--- src/rtl/cfi_geom_pkg.sv ---
package cfi_geom_pkg;

    // Four record slots are reserved so the extended table pointer stays fixed.
    localparam int REGION_SLOTS = 4;
    localparam int SLOT_W       = $clog2(REGION_SLOTS);
    localparam int NACT_W       = $clog2(REGION_SLOTS + 1);
    localparam int TABLE_BYTES  = 77;
    localparam int IDX_W        = $clog2(TABLE_BYTES);
    localparam int OFS_W        = 8;
    localparam int CNT_W        = 16;
    localparam int LEN_W        = 32;
    localparam int TOT_W        = CNT_W + LEN_W;
    localparam int TZ_W         = $clog2(TOT_W + 1);

    // Offsets whose position other logic decodes.
    localparam logic [IDX_W-1:0] IX_SIG_Q    = 7'h10;
    localparam logic [IDX_W-1:0] IX_SIG_R    = 7'h11;
    localparam logic [IDX_W-1:0] IX_SIG_Y    = 7'h12;
    localparam logic [IDX_W-1:0] IX_EXT_LO   = 7'h15;
    localparam logic [IDX_W-1:0] IX_EXT_HI   = 7'h16;
    localparam logic [IDX_W-1:0] IX_SIZE     = 7'h27;
    localparam logic [IDX_W-1:0] IX_NREG     = 7'h2C;
    localparam logic [IDX_W-1:0] IX_REC_BASE = 7'h2D;
    localparam logic [IDX_W-1:0] IX_REC_LAST = 7'h3C;
    localparam logic [IDX_W-1:0] IX_EXT_BASE = 7'h40;
    localparam logic [IDX_W-1:0] IX_EXT_LAST = 7'h44;

    localparam logic [7:0] EXT_PTR = 8'h40;

    typedef enum logic [1:0] {
        ST_SCAN  = 2'd0,
        ST_FILL  = 2'd1,
        ST_SERVE = 2'd2
    } build_state_e;

    // Position of the lowest set bit; zero for a zero input.
    function automatic logic [TZ_W-1:0] lowest_set(input logic [TOT_W-1:0] v);
        logic [TZ_W-1:0] r;
        r = '0;
        for (int i = TOT_W - 1; i >= 0; i--) begin
            if (v[i]) r = TZ_W'(i);
        end
        return r;
    endfunction

endpackage

--- src/rtl/cfi_geom_scan.sv ---
module cfi_geom_scan
    import cfi_geom_pkg::*;
#(
    parameter logic [REGION_SLOTS*CNT_W-1:0] BLK_COUNTS = '0,
    parameter logic [REGION_SLOTS*LEN_W-1:0] SECT_BYTES = '0
) (
    input  logic              clk,
    input  logic              rst_n,
    input  logic              step,
    input  logic [SLOT_W-1:0] slot,
    output logic [NACT_W-1:0] n_active,
    output logic [TOT_W-1:0]  total
);

    logic              open_q;
    logic [CNT_W-1:0]  cur_cnt;
    logic [LEN_W-1:0]  cur_len;
    logic [TOT_W-1:0]  cur_bytes;

    always_comb begin
        cur_cnt   = BLK_COUNTS[int'(slot)*CNT_W +: CNT_W];
        cur_len   = SECT_BYTES[int'(slot)*LEN_W +: LEN_W];
        cur_bytes = TOT_W'(cur_cnt) * TOT_W'(cur_len);
    end

    always_ff @(posedge clk or negedge rst_n) begin
        if (!rst_n) begin
            open_q   <= 1'b1;
            n_active <= '0;
            total    <= '0;
        end else if (step) begin
            if (open_q && (cur_cnt != '0)) begin
                n_active <= n_active + 1'b1;
                total    <= total + cur_bytes;
            end else begin
                open_q <= 1'b0;
            end
        end
    end

endmodule

--- src/rtl/cfi_byte_gen.sv ---
module cfi_byte_gen
    import cfi_geom_pkg::*;
#(
    parameter int NUM_DEV = 2,
    parameter logic [REGION_SLOTS*CNT_W-1:0] BLK_COUNTS = '0,
    parameter logic [REGION_SLOTS*LEN_W-1:0] SECT_BYTES = '0
) (
    input  logic [IDX_W-1:0]  idx,
    input  logic [NACT_W-1:0] n_active,
    input  logic [TOT_W-1:0]  total,
    output logic [7:0]        gen_byte
);

    localparam int DEV_SHIFT = $clog2(NUM_DEV);

    logic [3:0]        rec_rel;
    logic [SLOT_W-1:0] rec_slot;
    logic [1:0]        rec_field;
    logic [CNT_W-1:0]  cnt_m1;
    logic [7:0]        len_mid;
    logic [7:0]        len_top;
    logic [TZ_W-1:0]   tz;
    logic [7:0]        size_log2;
    logic              in_rec;
    logic              in_ext;

    always_comb begin
        rec_rel   = 4'(idx - IX_REC_BASE);
        rec_slot  = rec_rel[3:2];
        rec_field = rec_rel[1:0];
        cnt_m1    = BLK_COUNTS[int'(rec_slot)*CNT_W +: CNT_W] - 1'b1;
        len_mid   = SECT_BYTES[int'(rec_slot)*LEN_W + DEV_SHIFT + 8  +: 8];
        len_top   = SECT_BYTES[int'(rec_slot)*LEN_W + DEV_SHIFT + 16 +: 8];
        tz        = lowest_set(total);
        size_log2 = (int'(tz) >= DEV_SHIFT) ? (8'(tz) - 8'(DEV_SHIFT)) : 8'h00;
        in_rec    = (idx >= IX_REC_BASE) && (idx <= IX_REC_LAST);
        in_ext    = (idx >= IX_EXT_BASE) && (idx <= IX_EXT_LAST);
    end

    always_comb begin
        gen_byte = 8'h00;
        if (in_rec) begin
            if (NACT_W'(rec_slot) < n_active) begin
                unique case (rec_field)
                    2'd0: gen_byte = cnt_m1[7:0];
                    2'd1: gen_byte = cnt_m1[15:8];
                    2'd2: gen_byte = len_mid;
                    2'd3: gen_byte = len_top;
                endcase
            end
        end else if (in_ext) begin
            unique case (idx - IX_EXT_BASE)
                7'd0:    gen_byte = 8'h50;
                7'd1:    gen_byte = 8'h52;
                7'd2:    gen_byte = 8'h49;
                7'd3:    gen_byte = 8'h31;
                default: gen_byte = 8'h30;
            endcase
        end else begin
            case (idx)
                IX_SIG_Q:  gen_byte = 8'h51;
                IX_SIG_R:  gen_byte = 8'h52;
                IX_SIG_Y:  gen_byte = 8'h59;
                IX_EXT_LO: gen_byte = EXT_PTR;
                IX_EXT_HI: gen_byte = 8'h00;
                IX_SIZE:   gen_byte = size_log2;
                IX_NREG:   gen_byte = 8'(n_active);
                default:   gen_byte = 8'h00;
            endcase
        end
    end

endmodule

--- src/rtl/cfi_table_store.sv ---
module cfi_table_store
    import cfi_geom_pkg::*;
#(
    parameter int LANES = 2
) (
    input  logic               clk,
    input  logic               rst_n,
    input  logic               we,
    input  logic [IDX_W-1:0]   widx,
    input  logic [7:0]         wbyte,
    input  logic               re,
    input  logic [OFS_W-1:0]   raddr,
    output logic               rvalid,
    output logic [8*LANES-1:0] rdata
);

    logic [7:0] cells [TABLE_BYTES];
    logic [7:0] rbyte;

    always_ff @(posedge clk or negedge rst_n) begin
        if (!rst_n) begin
            for (int i = 0; i < TABLE_BYTES; i++) cells[i] <= 8'h00;
        end else if (we) begin
            cells[widx] <= wbyte;
        end
    end

    always_ff @(posedge clk or negedge rst_n) begin
        if (!rst_n) begin
            rvalid <= 1'b0;
            rbyte  <= 8'h00;
        end else if (re) begin
            rvalid <= 1'b1;
            rbyte  <= (raddr < OFS_W'(TABLE_BYTES)) ? cells[raddr[IDX_W-1:0]] : 8'h00;
        end else begin
            rvalid <= 1'b0;
            rbyte  <= 8'h00;
        end
    end

    for (genvar g = 0; g < LANES; g++) begin : g_lane
        assign rdata[g*8 +: 8] = rbyte;
    end

endmodule

--- src/rtl/cfi_query_responder.sv ---
module cfi_query_responder
    import cfi_geom_pkg::*;
#(
    parameter int NUM_DEV = 2,
    parameter logic [REGION_SLOTS*CNT_W-1:0] BLK_COUNTS =
        {16'd1, 16'd2, 16'd1, 16'd127},
    parameter logic [REGION_SLOTS*LEN_W-1:0] SECT_BYTES =
        {32'h0000_4000, 32'h0000_2000, 32'h0000_8000, 32'h0001_0000}
) (
    input  logic                 clk,
    input  logic                 rst_n,
    input  logic                 rd_en,
    input  logic [OFS_W-1:0]     rd_offset,
    output logic                 ready,
    output logic                 rd_valid,
    output logic [8*NUM_DEV-1:0] rd_data
);

    build_state_e      state_q, state_d;
    logic [SLOT_W-1:0] slot_q;
    logic [IDX_W-1:0]  fill_q;
    logic              scan_step;
    logic              fill_we;
    logic              read_go;
    logic [NACT_W-1:0] n_active;
    logic [TOT_W-1:0]  total;
    logic [7:0]        gen_byte;

    // State register.
    always_ff @(posedge clk or negedge rst_n) begin
        if (!rst_n) state_q <= ST_SCAN;
        else        state_q <= state_d;
    end

    // Build counters.
    always_ff @(posedge clk or negedge rst_n) begin
        if (!rst_n) begin
            slot_q <= '0;
            fill_q <= '0;
        end else begin
            if (scan_step) slot_q <= slot_q + 1'b1;
            if (fill_we)   fill_q <= fill_q + 1'b1;
        end
    end

    // Next state and outputs.
    always_comb begin
        state_d   = state_q;
        scan_step = 1'b0;
        fill_we   = 1'b0;
        ready     = 1'b0;
        unique case (state_q)
            ST_SCAN: begin
                scan_step = 1'b1;
                if (slot_q == SLOT_W'(REGION_SLOTS - 1)) state_d = ST_FILL;
            end
            ST_FILL: begin
                fill_we = 1'b1;
                if (fill_q == IDX_W'(TABLE_BYTES - 1)) state_d = ST_SERVE;
            end
            ST_SERVE: begin
                ready = 1'b1;
            end
            default: state_d = ST_SCAN;
        endcase
    end

    assign read_go = rd_en && ready;

    cfi_geom_scan #(
        .BLK_COUNTS (BLK_COUNTS),
        .SECT_BYTES (SECT_BYTES)
    ) u_scan (
        .clk      (clk),
        .rst_n    (rst_n),
        .step     (scan_step),
        .slot     (slot_q),
        .n_active (n_active),
        .total    (total)
    );

    cfi_byte_gen #(
        .NUM_DEV    (NUM_DEV),
        .BLK_COUNTS (BLK_COUNTS),
        .SECT_BYTES (SECT_BYTES)
    ) u_gen (
        .idx      (fill_q),
        .n_active (n_active),
        .total    (total),
        .gen_byte (gen_byte)
    );

    cfi_table_store #(
        .LANES (NUM_DEV)
    ) u_store (
        .clk    (clk),
        .rst_n  (rst_n),
        .we     (fill_we),
        .widx   (fill_q),
        .wbyte  (gen_byte),
        .re     (read_go),
        .raddr  (rd_offset),
        .rvalid (rd_valid),
        .rdata  (rd_data)
    );

endmodule

--- config.mk ---
export PLATFORM = sky130hd
export DESIGN_NAME = cfi_query_responder
export DESIGN_NICKNAME = d
export VERILOG_FILES = /design/src/rtl/cfi_geom_pkg.sv /design/src/rtl/cfi_geom_scan.sv /design/src/rtl/cfi_byte_gen.sv /design/src/rtl/cfi_table_store.sv /design/src/rtl/cfi_query_responder.sv
export SDC_FILE = /design/constraint.sdc
export NUM_CORES = 1
export LEC_CHECK = 0
export ABC_AREA = 0
export CORE_UTILIZATION = 45
export DETAILED_ROUTE_END_ITERATION = 8
export DONT_BUFFER_PORTS = 1
export HOLD_SLACK_MARGIN = 0.06
export PLACE_DENSITY = 0.59
export SYNTH_ARGS = -nofsm -noshare
export SYNTH_HDL_FRONTEND = slang
export SYNTH_HIERARCHICAL = 1
export SYNTH_SLANG_ARGS = --single-unit
--- constraint.sdc ---
create_clock -name clk -period 4.5 [get_ports clk]
set_clock_uncertainty 0.2 [all_clocks]
set_input_delay 0.9 -clock clk [delete_from_list [all_inputs] [get_ports clk]]
set_output_delay 0.9 -clock clk [all_outputs]
set_load 0.01 [all_outputs]
==> impl_results.md <==
* Instance count of the mapped netlist at 2416
* FF-to-FF End: u_scan/total[26]
* Synth Cell Area at 33400 sq um
* IO Port Bufs at 0
* # IOs at 29
* Post-DP Area at around 34000 sq um
* CP max stage delay at 0.50 ns
* CP startpoint: slot_q[0]
* Worst Hold Class: in -> async
* Post-cts resize count at 0
* Routed WL per cell at 23.7 um
* Final setup viols at 0
* Max Cap Viol at 0
* GPL Wtd Cong at 0.822
* P_sw at 2790 uW
* CP endpoint kind: flop
* Reg power frac at 0.466
* Worst path required time at 4.78 ns
* Worst setup SP type: flop
* H-tree levels at 3
* Final wirelength at roughly 80000 um
* Drt first pass iters at 7
* Largest net degree at the start of global routing at approximately 680
* Antenna-violating nets left at 0
* Hold Worst Slack at -0.199 ns
* DP HPWL at 49500 um
* Clk pwr share at 0.495
* Setup TNS Final at 0 ns
* Crit path buf inv count at 0
* Min Tclk post-route at 4.14 ns
* Switching power share of the total at 0.214
* CTS clk-pin slew, worst paths at 0.06 ns
* Placed insts at 3255
* Syn_area_per_cell at between 10 and 15 sq um
* Fraction of final layout cells sized beyond drive strength 1 at 0.408
* CP Cell Sequence: nor2b_1 -> ha_1 -> ha_1 -> ha_1 -> fa_1 -> ha_1 -> fa_1 -> a21o_1 -> a221oi_2 -> o31a_1 -> nor2_1 -> xor2_1
* Worst-skew pair later-pin latency at ~0.6 ns
* RSZ-0062 raised after global routing: no
* CTS tree: done
* Worst-Margin Slew at 3.31 ns
* Yosys warns at 6
* Clk sinks at 675
* Status: finished, violations left
* Core ar. at around 73000 sq um
* Peak Freq at 0.242 GHz
* Post-CTS Setup Repair Bufs at 0
* Int Power at 10300 uW
* Iter 0 DRT Violations at between 1000 and 1500
* Vias in the first global route at 21200
* Tcrit/Tclk final at 0.920
* Max IR drop VDD at 0.271 mV
* Slew HR at -1.21
* Via count at 20000
* Seq/Total Area, Yosys at 0.506
* Asr flop ratio synth at 1.00
* Crit-path slowest cell: a221oi_2
* DRC viols at 8
* Die Y at 274 um
* DIE AREA at roughly 75000 sq um
* First-pass GRT wire length at 127000 um
* Clock Path Buffers at 3
* Die W at 274 um
* Violated checks: DRC, hold timing, slew limit
* Post-synth EDFFs at 0
* Crit Path Class: reg -> reg
* Final nets at between 2000 and 2500
* R2R depth at 12
* GR peak layer: met2
* Synthesis-stage register bit count at 675
* Leak at ~0.017 uW
* Reg2reg setup slack at 0.36 ns
* Rows at 99
* Antenna violations before repair at 2
* Root Buffer: clkbuf_16
* Tot GR Track Use at 0.220
* Vias/cell at 5.90
* Arr. time, crit path at 4.41 ns
* Cell repeated most along the worst path: ha_1
* Synth Flop Type: dfrtp_1
* Met1 Use GR at 0.298
* Met3 Usage GRT at 0.0381
* Worst R2R Start: slot_q[0]
* TritonCTS buffer count at 77
* Grt ovf at 0
* Final slew viol count at 571
* Power Dens Cells at 354 nW/um^2
* Non-filler cells, final at 3394
* Fin. Hold Viols at 42
* CP max FO at 6
* Fillers at 6248
* Initial Util at 0.456
* Comb power frac at 0.038
* Top Family by Delay on Critical Path: adder cells
* Syn-to-layout area delta at 10.5%
* Netlist cell types at 96
* Met2 Usage GRT at 0.360
* Final Cell Area at 36900 sq um
==> state kept, by name (all words and copies together) (netlist names) <==
name,cells
u_scan/n_active,3
fill_q,7
u_store/rbyte,8
u_store/rvalid,1
state_q,2
u_store/cells,616
u_scan/open_q,1
slot_q,2
u_scan/total,35
==> kinds of logic after synthesis <==
group,share of synthesized area
other cells,0.000225
buf+inv,0.0305
compound gates,0.0381
xor+xnor,0.0115
flops,0.506
mux,0.320
simple gates,0.0695
fa+ha+maj,0.0246
==> metrics by stage <==
stage | setup WS, ns | util | power [uW]
floorplan | 0.423 | - | 6690
detailed placement | 0.383 | 0.468 | 6700
global placement | 0.455 | 0.468 | 6690
CTS | 0.345 | 0.504 | 13200
global route | 0.154 | 0.504 | 13600
finish | 0.361 | 0.504 | 13100
==> per-layer routing <==
metal / share of wire / vias up
met2: 0.49 / 423
met5: 0 / -
li1: - / 8813
met1: 0.44 / 10700
met3: 0.047 / 125
met4: 0.024 / 0
==> layout by cell type, fill, tap and decap left out, types with 17 or more instances in the layout <==
| master | count |
|---|---|
| mux2_2 | 623 |
| clkbuf_8 | 17 |
| a21oi_1 | 20 |
| nand4_1 | 17 |
| buf_4 | 17 |
| xnor2_1 | 22 |
| dfrtp_1 | 674 |
| ha_1 | 45 |
| xor2_1 | 22 |
| o21ai_0 | 25 |
| mux4_2 | 138 |
| nand2_1 | 127 |
| nor2_1 | 75 |
| inv_1 | 54 |
| mux2i_1 | 47 |
| clkbuf_16 | 80 |
| nor3_1 | 29 |
| nor2_2 | 25 |
| nand3_1 | 32 |
| conb_1 | 26 |
==> cells in the mapped netlist (all sizes together) (32+ instances only) <==
master	instances	area (sq um)
buf	70	424
o21ai	32	171
inv	57	216
mux2	631	7110
ha	45	563
dfrtp	674	16900
nand3	36	208
clkbuf	97	364
mux2i	47	470
nor2	105	494
mux4	138	3110
nand2	134	521
==> cell type report <==
| type | instances | area (sq um) | share of cell area |
|---|---|---|---|
| clock buffer | 113 | 2300 | 0.0622 |
| clock inverter | 25 | 350 | 0.00949 |
| timing repair buffer | 24 | 268 | 0.00725 |
| tap | 959 | 1200 | 0.0325 |
| sequential | 675 | 16900 | 0.458 |
| antenna | 1 | 2.50 | 0.0000678 |
| multi-input combinational | 1539 | 15700 | 0.425 |
| inverter | 58 | 220 | 0.00597 |
==> worst max path at each step <==
stage | slack [ns] | endpoint | cells past startpoint
floorplan | 0.42 | u_scan/total[30] | 14
global placement | 0.45 | u_scan/total[26] | 14
detailed placement | 0.38 | u_scan/total[26] | 12
CTS | 0.35 | u_scan/total[26] | 12
global route | 0.15 | u_scan/total[24] | 14
finish | 0.36 | u_scan/total[26] | 12
==> power groups by stage <==
| stage | combinational [uW] | sequential, uW | clock, uW |
|---|---|---|---|
| 6_report | 500 | 6100 | 6480 |
| 4_1_cts | 497 | 6090 | 6650 |
| 5_1_grt | 560 | 6090 | 6920 |
| 3_5_place_dp | 493 | 6200 | 0 |
| 3_3_place_gp | 491 | 6200 | 0 |
| 2_1_floorplan | 492 | 6200 | 0 |
==> worst reg2reg max path: cells and delay by family, from the launching register on <==
kind / cells / cell delay (ns)
adder cells (fa/ha/maj): 6 / 1.98
XOR/XNOR: 1 / 0.17
AND/OR/NAND/NOR: 2 / 0.23
flip-flops: 1 / 0.43
AO/OA/AOI/OAI: 3 / 1.01
No activity file was read; power rests on OpenSTA's default activity.
